==> config.mk <==
export PLATFORM = sky130hd
export DESIGN_NAME = tdd_conv_ctrl
export DESIGN_NICKNAME = d
export VERILOG_FILES = /design/src/rtl/tdd_ctl_pkg.sv /design/src/rtl/tdd_wake_timer.sv /design/src/rtl/tdd_mode_fsm.sv /design/src/rtl/tdd_tx_drive.sv /design/src/rtl/tdd_rx_capture.sv /design/src/rtl/tdd_conv_ctrl.sv
export SDC_FILE = /design/constraint.sdc
export NUM_CORES = 1
export LEC_CHECK = 0
export BUFFER_PORTS_ARGS = -buffer_cell sky130_fd_sc_hd__buf_2
export CAP_MARGIN = 20
export CELL_PAD_IN_SITES_DETAIL_PLACEMENT = 0
export CELL_PAD_IN_SITES_GLOBAL_PLACEMENT = 1
export CORE_UTILIZATION = 35
export CTS_CLUSTER_SIZE = 8
export DETAILED_ROUTE_END_ITERATION = 8
export PLACE_DENSITY_LB_ADDON = 0.12
export SYNTH_ARGS = -nofsm -noshare
export SYNTH_HDL_FRONTEND = slang
export SYNTH_HIERARCHICAL = 1
export SYNTH_SLANG_ARGS = --single-unit
==> constraint.sdc <==
create_clock -name clk -period 3.7 [get_ports clk]
set_input_delay 0.74 -clock clk [delete_from_list [all_inputs] [get_ports clk]]
set_output_delay 0.74 -clock clk [all_outputs]
set_load 0.005 [all_outputs]
==> src/rtl/tdd_ctl_pkg.sv <==
package tdd_ctl_pkg;
  localparam int DAC_W = 7;
  localparam int ADC_W = 5;

  typedef enum logic [1:0] {PH_OFF, PH_WAKE, PH_LIVE} phase_t;
  typedef enum logic {DIR_TX, DIR_RX} dir_t;

  // cycles covering 2.4 us, rounded up; clock given in kHz
  function automatic int unsigned wake_cycles(int unsigned clk_khz);
    return (clk_khz * 24 + 9999) / 10000;
  endfunction

  function automatic logic req_is_tx(logic [1:0] req);
    return req == 2'b01;
  endfunction

  function automatic logic req_is_rx(logic [1:0] req);
    return req == 2'b10;
  endfunction
endpackage

==> src/rtl/tdd_wake_timer.sv <==
module tdd_wake_timer #(
  parameter int unsigned CYC = 36
) (
  input  logic clk,
  input  logic rst_n,
  input  logic start,
  output logic done
);
  localparam int CW = $clog2(CYC + 1);
  localparam logic [CW-1:0] LOAD = CW'(CYC - 1);

  logic [CW-1:0] cnt;

  always_ff @(posedge clk or negedge rst_n) begin
    if (!rst_n)          cnt <= '0;
    else if (start)      cnt <= LOAD;
    else if (cnt != '0)  cnt <= cnt - 1'b1;
  end

  assign done = (cnt == '0);

  assert_load_counts_R2: assert property (@(posedge clk) disable iff (!rst_n)
    $past(start) |-> cnt == LOAD);
endmodule

==> src/rtl/tdd_mode_fsm.sv <==
module tdd_mode_fsm
  import tdd_ctl_pkg::*;
(
  input  logic       clk,
  input  logic       rst_n,
  input  logic [1:0] mode_req,
  input  logic       wake_done,
  output phase_t     phase,
  output dir_t       dir,
  output logic       wake_start
);
  logic req_any, req_same;

  assign req_any    = req_is_tx(mode_req) || req_is_rx(mode_req);
  assign req_same   = (dir == DIR_TX) ? req_is_tx(mode_req) : req_is_rx(mode_req);
  assign wake_start = (phase == PH_OFF) && req_any;

  always_ff @(posedge clk or negedge rst_n) begin
    if (!rst_n) begin
      phase <= PH_OFF;
      dir   <= DIR_TX;
    end else begin
      unique case (phase)
        PH_OFF: if (req_any) begin
          phase <= PH_WAKE;
          dir   <= req_is_tx(mode_req) ? DIR_TX : DIR_RX;
        end
        PH_WAKE: if (!req_same)     phase <= PH_OFF;
                 else if (wake_done) phase <= PH_LIVE;
        PH_LIVE: if (!req_same)     phase <= PH_OFF;
        default: phase <= PH_OFF;
      endcase
    end
  end

  // a direction flip always passes through the off phase
  assert_flip_via_off_R6: assert property (@(posedge clk) disable iff (!rst_n)
    (phase != PH_OFF && $past(phase) != PH_OFF) |-> $stable(dir));
endmodule

==> src/rtl/tdd_tx_drive.sv <==
module tdd_tx_drive
  import tdd_ctl_pkg::*;
(
  input  logic             clk,
  input  logic             rst_n,
  input  logic             live_tx,
  input  logic             tx_valid,
  input  logic [DAC_W-1:0] tx_data,
  output logic             tx_ready,
  output logic [DAC_W-1:0] bus_out,
  output logic             bus_oe
);
  logic [DAC_W-1:0] hold_q;

  assign tx_ready = live_tx;

  // registered on the rising edge, stable for the converter's falling-edge latch
  always_ff @(posedge clk or negedge rst_n) begin
    if (!rst_n)                   hold_q <= '0;
    else if (live_tx && tx_valid) hold_q <= tx_data;
    else                          hold_q <= '0;
  end

  assign bus_oe  = live_tx;
  assign bus_out = live_tx ? hold_q : '0;

  assert_idle_zero_R7: assert property (@(posedge clk) disable iff (!rst_n)
    (live_tx && $past(live_tx) && !$past(tx_valid)) |-> bus_out == '0);
endmodule

==> src/rtl/tdd_rx_capture.sv <==
module tdd_rx_capture
  import tdd_ctl_pkg::*;
#(
  parameter int HOST_W = 8
) (
  input  logic              clk,
  input  logic              rst_n,
  input  logic              live_rx,
  input  logic [ADC_W-1:0]  bus_in,
  output logic [HOST_W-1:0] rx_data,
  output logic              rx_valid
);
  localparam int EXT = HOST_W - ADC_W;

  function automatic logic [HOST_W-1:0] widen(logic [ADC_W-1:0] c);
    return {{EXT{c[ADC_W-1]}}, c};
  endfunction

  logic [ADC_W-1:0] cap_q;

  // ADC output settles after the rising edge; take it on the falling edge
  always_ff @(negedge clk or negedge rst_n) begin
    if (!rst_n) cap_q <= '0;
    else        cap_q <= bus_in;
  end

  always_ff @(posedge clk or negedge rst_n) begin
    if (!rst_n) begin
      rx_data  <= '0;
      rx_valid <= 1'b0;
    end else begin
      rx_valid <= live_rx;
      if (live_rx) rx_data <= widen(cap_q);
    end
  end

  assert_valid_after_live_R4: assert property (@(posedge clk) disable iff (!rst_n)
    rx_valid |-> $past(live_rx));
endmodule

==> src/rtl/tdd_conv_ctrl.sv <==
module tdd_conv_ctrl
  import tdd_ctl_pkg::*;
#(
  parameter int unsigned CLK_KHZ = 15000,
  parameter int          HOST_W  = 8
) (
  input  logic              clk,
  input  logic              rst_n,
  input  logic [1:0]        mode_req,
  input  logic              tx_valid,
  input  logic [DAC_W-1:0]  tx_data,
  output logic              tx_ready,
  output logic [HOST_W-1:0] rx_data,
  output logic              rx_valid,
  output logic              conv_tx_en,
  output logic              conv_rx_en,
  output logic [DAC_W-1:0]  bus_out,
  output logic              bus_oe,
  input  logic [ADC_W-1:0]  bus_in
);
  localparam int unsigned WAKE_CYC = wake_cycles(CLK_KHZ);

  phase_t phase;
  dir_t   dir;
  logic   wake_start, wake_done;
  logic   live_tx, live_rx, waking;

  tdd_mode_fsm u_fsm (
    .clk, .rst_n, .mode_req, .wake_done,
    .phase, .dir, .wake_start
  );

  tdd_wake_timer #(.CYC(WAKE_CYC)) u_timer (
    .clk, .rst_n, .start(wake_start), .done(wake_done)
  );

  assign waking  = (phase == PH_WAKE);
  assign live_tx = (phase == PH_LIVE) && (dir == DIR_TX);
  assign live_rx = (phase == PH_LIVE) && (dir == DIR_RX);

  assign conv_tx_en = (phase != PH_OFF) && (dir == DIR_TX);
  assign conv_rx_en = (phase != PH_OFF) && (dir == DIR_RX);

  tdd_tx_drive u_tx (
    .clk, .rst_n, .live_tx, .tx_valid, .tx_data,
    .tx_ready, .bus_out, .bus_oe
  );

  tdd_rx_capture #(.HOST_W(HOST_W)) u_rx (
    .clk, .rst_n, .live_rx, .bus_in, .rx_data, .rx_valid
  );

  assert_enables_exclusive_R1: assert property (@(posedge clk) disable iff (!rst_n)
    !(conv_tx_en && conv_rx_en));
  assert_wake_quiet_R2: assert property (@(posedge clk) disable iff (!rst_n)
    waking |-> (!tx_ready && !bus_oe));
  assert_oe_only_tx_R5: assert property (@(posedge clk) disable iff (!rst_n)
    bus_oe |-> (conv_tx_en && !conv_rx_en));
  assert_no_drive_shut_R5: assert property (@(posedge clk) disable iff (!rst_n)
    (conv_tx_en == conv_rx_en) |-> (bus_out == '0 && !bus_oe));
  assert_no_direct_flip_R6: assert property (@(posedge clk) disable iff (!rst_n)
    conv_rx_en |-> !$past(conv_tx_en));
  assert_no_direct_flip_rev_R6: assert property (@(posedge clk) disable iff (!rst_n)
    conv_tx_en |-> !$past(conv_rx_en));
endmodule

==> results of run 1 <==
-- cell type report --
cell class                      count  area (um^2)  area share
Timing Repair Buffer               37        187.7      0.1311
Clock buffer                        4        26.28     0.01836
Inverter                            8        30.03     0.02098
Tap cell                           44        55.05     0.03846
Sequential cell                    27        675.6      0.4720
Multi-Input combinational cell     56        456.7      0.3191
-- sequential cells by signal (all words and copies together) (netlist names) --
register       flops
u_tx/hold_q        7
u_timer/cnt        6
u_rx/cap_q         5
u_rx/rx_data       5
u_fsm/phase        2
u_fsm/dir          1
u_rx/rx_valid      1
-- cell families after synthesis --
family / synth area share
buf+inv: 0.06509
simple gates: 0.2004
xor+xnor: 0.007233
compound gates: 0.05681
mux: 0.07128
flops: 0.5579
fa+ha+maj: 0.04132
-- final timing paths --
path	endpoint	start
max	u_rx/rx_data[0]$_DFFE_PN0P_	u_rx/cap_q[0]$_DFF_NN0_
max reg2reg	u_rx/rx_data[0]$_DFFE_PN0P_	u_rx/cap_q[0]$_DFF_NN0_
min reg2reg	u_rx/rx_data[3]$_DFFE_PN0P_	u_rx/rx_data[3]$_DFFE_PN0P_
min	u_rx/rx_data[2]$_DFFE_PN0P_	rst_n
min in group clk	u_rx/rx_data[3]$_DFFE_PN0P_	u_rx/rx_data[3]$_DFFE_PN0P_
max in group asynchronous	u_rx/cap_q[4]$_DFF_NN0_	rst_n
-- metal layers --
| metal | up-vias | global-route usage | wire (um) |
|---|---|---|---|
| li1 | 397 | - | - |
| met1 | 377 | 0.1573 | 927 |
| met2 | 25 | 0.2135 | 963 |
| met3 | 2 | 0.04478 | 103 |
| met4 | 0 | 0.02922 | 15 |
| met5 | - | 0 | 0 |
-- stage by stage --
step / worst slack, ps / cell area (um^2) / hold WS, ps
2_1_floorplan: 965.6 / 1211 / 444.4
3_3_place_gp: 861.7 / 1405 / 486.8
3_5_place_dp: 854.3 / 1405 / 496.1
4_1_cts: 1117 / 1431 / 309.8
5_1_grt: 979.7 / 1431 / 313.0
6_report: 1144 / 1431 / 315.7
-- placed cells by master (no fill, tap or decap), types with 3 or more instances in the layout --
cell type	Yosys	final
ha_1	4	4
buf_2	0	36
nor2_1	3	3
and3_1	3	3
dfrtp_1	22	22
dfrtn_1	5	5
and2_2	6	6
or3_1	3	3
and3_2	4	4
inv_1	8	8
mux2i_1	3	3
mux2_2	5	5
clkbuf_4	0	3
-- report_power, final --
part	switching (mW)	internal (mW)	total (mW)
registers	0.0511	0.341	0.392
logic	0.0887	0.102	0.190
clock network	0.0802	0.0421	0.122
total	0.220	0.485	0.705
==> impl_metrics.json, run 1 <==
{
  "status": "completed",
  "gp_congestion": 0.7005,
  "die_w_um": 60.83,
  "crit_required_ps": 3910,
  "wl_um": 2010,
  "ys_ff_latch": 27,
  "leakage_nw": 0.7777,
  "synth-async-reset-ratio": 1.000,
  "synth_top_area_frac": 0.4545,
  "dp.cells": 172,
  "cap_violations": 0,
  "worst_path_max_delay_cell": "dfrtn_1",
  "wire_per_inst_um": 11.42,
  "crit_chain": "mux2_2",
  "synth_cell_types": 34,
  "cts_inserted_buffers": 3,
  "fin_setup_tns_ps": 0,
  "die_area_mm2": 0.003700,
  "synth_common_cells": "dfrtp_1, inv_1, and2_2",
  "clk_path_buf_depth": 2,
  "cpPeakStageDelay_ps": 350,
  "rrSetupSlack_ps": 1140,
  "clock-sinks": 27,
  "power_density_mw_per_mm2": 492.3,
  "finalPower_mw": 0.7047,
  "hold_viol": 0,
  "coreArea_mm2": 0.003178,
  "avgSynthCellArea_um2": 12.49,
  "grt_pass1_wl_um": 3408,
  "io_buffers": 36,
  "synth-seq-area-share": 0.5579,
  "dr.pass1.iters": 2,
  "syn_nets": 118,
  "crit_family": "flip-flops",
  "cts-root-buf": "clkbuf_4",
  "place.detailed.hpwl_um": 1519,
  "grt_usage": 0.1271,
  "synth_top_area_cell": "dfrtp_1",
  "syn2layout_area_growth_pct": 18.18,
  "reg2reg_depth": 1,
  "cts_resized": 0,
  "synth_ff_type": "dfrtp_1",
  "critPathMaxFanout": 1,
  "crit_type": "reg2reg",
  "vias_per_cell": 4.551,
  "cp.arrival_ps": 2770,
  "placementRows": 20,
  "rsz0062_at_grt": "false",
  "fin_util": 0.4504,
  "fillers": 313,
  "yosys-top-cells-area": "dfrtp_1, dfrtn_1, mux2_2, ha_1, and2_2",
  "peakVddDrop_uv": 170.8,
  "start_util": 0.3811,
  "slew_headroom": 0.5832,
  "layout-drive-gt1-share": 0.4545,
  "path_clk_slew_ps": 130,
  "grt_antenna_before_repair": 0,
  "postCtsHoldBufs": 0,
  "cts_tree": "done",
  "synth_cells": 97,
  "n_antenna_cell": 0,
  "yosysMostFrequentCell": "dfrtp_1",
  "critical_path_cell_count": 1,
  "finalSetupViolCount": 0,
  "drv_slew": 0,
  "initialDrtViolationCount": 11,
  "netlist_area_mm2": 0.001211,
  "ant_nets": 0,
  "yosys_warnings": 6,
  "ioPinCount": 37,
  "finalClockSkew_ps": 7.565,
  "cp.buffers_inverters": 0,
  "insertion_delay_ps": 310,
  "end_kind": "flip-flop",
  "drc": 0,
  "synth_edf_count": 0,
  "grt_max_degree": 18,
  "tightest_slew_ps": 622.4,
  "critPathLaunchType": "flip-flop",
  "die_y_um": 60.83,
  "grt_pass1_vias": 777,
  "nets": 154,
  "cts_setup_buffers": 0,
  "num_vias": 801,
  "htreeDepth": 1,
  "stdcell_count": 176,
  "overflow": 0,
  "hold_path_class": "in2async"
}
No activity file was read; power rests on OpenSTA's default activity.
==> run 2, diff against run 1 <==
==> constraint.sdc (replaced) <==
create_clock -name clk -period 2.55 [get_ports clk]
set_input_delay 0.51 -clock clk [delete_from_list [all_inputs] [get_ports clk]]
set_output_delay 0.51 -clock clk [all_outputs]
set_load 0.005 [all_outputs]
==> run 2 against run 1 <==
Compared with the run above:
- sequential power grew 46%
- register-to-register slack lost 560 ps
- cell count grew 0.57%
- setup slack lost 570 ps
- critical path depth grew 3
- global-route usage grew 1.2 points
==> impl_metrics.json, run 2 (synthesis results as in run 1) <==
{
  "coreArea_mm2": 0.003178,
  "num_vias": 814,
  "io_buffers": 36,
  "crit_required_ps": 2040,
  "pre_cts_ws_ps": 508.8,
  "grt_max_degree": 19,
  "leakage_nw": 0.7821,
  "die_w_um": 60.83,
  "wl_um": 2090,
  "slew_headroom": 0.7274,
  "p_comb_frac": 0.266,
  "top_regs": "u_tx/hold_q (7), u_timer/cnt (6)",
  "top_register": "u_tx/hold_q",
  "n_antenna_cell": 0,
  "fin_crit_ps": 1976,
  "cpPeakStageDelay_ps": 490,
  "grt_pass1_vias": 853,
  "cp.arrival_ps": 1470,
  "postCtsHoldBufs": 0,
  "place.detailed.hpwl_um": 1502,
  "die_area_mm2": 0.003700,
  "cts-root-buf": "clkbuf_4",
  "initialDrtViolationCount": 28,
  "min_period_over_period": 0.7749,
  "setup_ws_ps": 573.9,
  "rsz0062_at_grt": "false",
  "ant_nets": 0,
  "cts_inserted_buffers": 3,
  "cts_tree": "done",
  "crit_chain": "nor3b_2 -> buf_4 -> and2_2 -> buf_2",
  "cap_violations": 0,
  "ioPinCount": 37,
  "max_freq_mhz": 506.1,
  "layout_common_cells": "buf_2, dfrtp_1, inv_1",
  "nets": 155,
  "p_int_mw": 0.7014,
  "overflow": 0,
  "grt_antenna_before_repair": 0,
  "finalSetupViolCount": 0,
  "path_clk_slew_ps": 150,
  "finalClockSkew_ps": 18.94,
  "fin_util": 0.4539,
  "wire_per_inst_um": 11.81,
  "clk_path_buf_depth": 2,
  "status": "completed",
  "crit_type": "reg2out",
  "grt_usage": 0.1388,
  "final_common_cell": "buf_2",
  "dr.pass1.iters": 3,
  "cts_setup_buffers": 0,
  "gp_congestion": 0.7138,
  "peakVddDrop_uv": 230.8,
  "drv_slew": 0,
  "tightest_slew_ps": 408.5,
  "htreeDepth": 1,
  "power_density_mw_per_mm2": 716.2,
  "power_frac_seq": 0.553,
  "cts_resized": 0,
  "die_y_um": 60.83,
  "hold_path_class": "in2async",
  "layout-drive-gt1-share": 0.4662,
  "clock-sinks": 27,
  "start_util": 0.3811,
  "drc": 0,
  "p_clk_frac": 0.181,
  "hold_viol": 0,
  "critPathMaxFanout": 16,
  "largest_reg_flops": 7,
  "grt_pass1_wl_um": 3739,
  "power.net_switching_mw": 0.3319,
  "insertion_delay_ps": 320,
  "worst_path_max_delay_cell": "dfrtp_1",
  "vias_per_cell": 4.599,
  "syn2layout_area_growth_pct": 19.11,
  "critPathLaunchType": "flip-flop",
  "placementRows": 20,
  "finalPower_mw": 1.033,
  "swShare": 0.3212,
  "end_kind": "primary output",
  "fin_setup_tns_ps": 0
}
## run 2: cell types whose count changed in the layout (fill, tap and decap cells not counted), sizes merged
| cell | delta |
|---|---|
| buf | +1 |
| clkbuf | -1 |
| clkinvlp | +1 |
## run 2: metrics by stage
| stage | instance area, um^2 | std cells | hold WS, ps |
|---|---|---|---|
| after floorplan | 1211 | 97 | 214.4 |
| final | 1443 | 177 | 74.51 |
| after global placement | 1413 | 173 | 448.3 |
| after global routing | 1443 | 177 | 81.39 |
| after detailed placement | 1413 | 173 | 459.6 |
| after CTS | 1443 | 177 | 73.86 |
## run 2: worst max-delay path, delay by kind of cell (launching register included)
| kind | cells | cell delay, ps |
|---|---|---|
| buf+inv | 2 | 300 |
| flops | 1 | 490 |
| simple gates | 2 | 370 |
## run 2: power by group through the flow
stage	Clock, mW	Sequential, mW	Combinational [mW]
floorplan	0	0.560	0.209
global placement	0	0.575	0.268
detailed placement	0	0.578	0.277
CTS	0.199	0.571	0.277
global route	0.215	0.583	0.317
finish	0.187	0.571	0.275
## run 2: final timing paths
path | slack [ps] | cells past startpoint | endpoint | startpoint
min in group clk | 410 | 2 | u_tx/hold_q[4]$_DFF_PN0_ | tx_data[4]
worst max register to register | 580 | 1 | u_rx/rx_data[1]$_DFFE_PN0P_ | u_rx/cap_q[1]$_DFF_NN0_
worst min register to register | 520 | 1 | u_rx/rx_data[2]$_DFFE_PN0P_ | u_rx/rx_data[2]$_DFFE_PN0P_
worst max-delay path | 570 | 4 | bus_out[2] | u_fsm/phase[1]$_DFFE_PN0P_
worst min-delay path | 70 | 1 | u_rx/rx_data[3]$_DFFE_PN0P_ | rst_n
max in group asynchronous | 980 | 1 | u_rx/cap_q[2]$_DFF_NN0_ | rst_n
## run 2: layer usage
layer	wire length, um	vias up	global-route usage
met5	0	-	0
met4	21	0	0.05844
met3	124	2	0.03412
met2	985	27	0.2386
met1	959	385	0.1656
li1	-	400	-
## run 2: area by class of cell
type,count,area (um^2)
repair buffers,38,195.2
multi-input cells,56,456.7
well taps,44,55.05
flip-flops and latches,27,675.6
inverters,8,30.03
clock buffers,3,22.52
clock inverters,1,7.507
fillers,314,1735
==> run 3, diff against run 2 <==
==> constraint.sdc (replaced) <==
create_clock -name clk -period 1.79 [get_ports clk]
set_input_delay 0.358 -clock clk [delete_from_list [all_inputs] [get_ports clk]]
set_output_delay 0.358 -clock clk [all_outputs]
set_load 0.005 [all_outputs]
==> run 3 against run 2 <==
Compared with the run above:
- via count rose by 3.6%
- clock-buffer cell count did not move
- routed wire length fell by 7.8%
- worst hold slack improved by 190 ps
- largest cell class unchanged
- highest routed layer unchanged
==> impl_metrics.json, run 3 (synthesis results as in run 1) <==
{
  "status": "completed",
  "power_density_mw_per_mm2": 993.6,
  "critPathMaxFanout": 13,
  "holdPathStages": 2,
  "slew_headroom": 0.7626,
  "grt_antenna_before_repair": 0,
  "coreArea_mm2": 0.003178,
  "layout_common_cells": "buf_2, dfrtp_1, inv_1",
  "final_common_cell": "buf_2",
  "io_buffers": 36,
  "hold_path_class": "in2reg",
  "peakVddDrop_uv": 325.4,
  "drc": 0,
  "crit_required_ps": 1430,
  "layout-drive-gt1-share": 0.4964,
  "hold_viol": 0,
  "grt_max_degree": 17,
  "dp.cells": 174,
  "reg2reg_depth": 1,
  "initialDrtViolationCount": 17,
  "rsz0062_at_grt": "true",
  "stdcell_count": 183,
  "crit_chain": "nor3b_2 -> buf_6 -> and2_2 -> buf_2",
  "n_antenna_cell": 0,
  "grt_pass1_wl_um": 3387,
  "ioPinCount": 37,
  "min_to": "u_tx/hold_q[4]$_DFF_PN0_",
  "regToRegEndpoint": "u_rx/rx_data[2]$_DFFE_PN0P_",
  "finalSetupViolCount": 0,
  "critPathLaunchType": "flip-flop",
  "clock-sinks": 27,
  "cap_violations": 0,
  "gp_congestion": 0.7528,
  "path_clk_slew_ps": 140,
  "cp.buffers_inverters": 2,
  "crit_type": "reg2out",
  "cts_tree": "done",
  "top_register": "u_tx/hold_q",
  "grt_usage": 0.1283,
  "leakage_nw": 0.8110,
  "insertion_delay_ps": 310,
  "htreeDepth": 1,
  "die_y_um": 60.83,
  "end_kind": "primary output",
  "max_freq_mhz": 589.0,
  "min_period_over_period": 0.9485,
  "num_vias": 843,
  "finalPower_mw": 1.487,
  "place.detailed.hpwl_um": 1477,
  "dr.pass1.iters": 4,
  "cp.arrival_ps": 1340,
  "nets": 161,
  "drv_slew": 0,
  "top_regs": "u_tx/hold_q (7), u_timer/cnt (6)",
  "vias_per_cell": 4.607,
  "fin_util": 0.4709,
  "worst_path_max_delay_cell": "dfrtp_2",
  "die_w_um": 60.83,
  "cts_inserted_buffers": 3,
  "hp-start": "tx_data[4]",
  "cts-root-buf": "clkbuf_4",
  "fin_crit_ps": 1698,
  "placementRows": 20,
  "overflow": 0,
  "die_area_mm2": 0.003700,
  "start_util": 0.3811,
  "grt_pass1_vias": 808,
  "clk_path_buf_depth": 2,
  "finalClockSkew_ps": 8.135,
  "syn2layout_area_growth_pct": 23.55,
  "fillers": 321,
  "ant_nets": 0,
  "worstReg2RegStart": "u_rx/cap_q[2]$_DFF_NN0_",
  "wl_um": 1927,
  "wire_per_inst_um": 10.53,
  "rrSetupSlack_ps": 200,
  "cpPeakStageDelay_ps": 440,
  "crit_family": "flip-flops",
  "largest_reg_flops": 7,
  "tightest_slew_ps": 355.7
}
## run 3: power breakdown
part	leakage, nW	switching [mW]	internal (mW)
Sequential	0.347	0.0846	0.708
Clock	0.0139	0.171	0.0852
Combinational	0.450	0.206	0.232
Total	0.811	0.462	1.02
## run 3: stage by stage
step	area [um^2]	setup slack (ps)	TNS (ps)	hold WS (ps)
6_report	1496	92.22	0	268.3
5_1_grt	1496	-22.34	-81.03	249.7
4_1_cts	1470	4.744	0	259.6
3_5_place_dp	1420	65.89	0	268.4
3_3_place_gp	1420	123.8	0	269.9
2_1_floorplan	1211	227.4	0	62.41
## run 3: what timing repair did
action | in CTS | in global routing
setup endpoints to repair | 7 | 7
endpoints found under the hold margin | 9 | 0
setup buffers | 1 | 3
resized for setup | 2 | 1
hold buffers | 1 | 0
cloned | 0 | 0
## run 3: worst max-delay path by stage
stage	slack, ps	start	endpoint	cells past startpoint
final	90	u_fsm/phase[0]$_DFFE_PN0P_	bus_out[2]	4
after global routing	-20	u_fsm/phase[0]$_DFFE_PN0P_	bus_out[2]	4
after CTS	5	u_fsm/dir$_DFFE_PN0P_	bus_out[6]	4
after detailed placement	70	mode_req[0]	u_timer/cnt[2]$_DFFE_PN0P_	8
after global placement	120	mode_req[0]	u_timer/cnt[3]$_DFFE_PN0P_	8
after floorplan	230	u_rx/cap_q[0]$_DFF_NN0_	u_rx/rx_data[0]$_DFFE_PN0P_	1
## run 3: final cells by class
cell class,instances,area [um^2],area share
Timing Repair Buffer,44,246.5,0.1647
Clock inverter,1,7.507,0.005017
Clock buffer,3,22.52,0.01505
Sequential cell,27,678.2,0.4532
Tap cell,44,55.05,0.03679
Multi-Input combinational cell,56,456.7,0.3052
Inverter,8,30.03,0.02007
## run 3: per-layer routing
metal,up-vias,part of all wire,track usage
met2,27,0.49,0.2166
met4,0,0.0099,0.05844
met3,2,0.045,0.02772
met1,403,0.46,0.1568
met5,-,0,0
li1,411,-,-
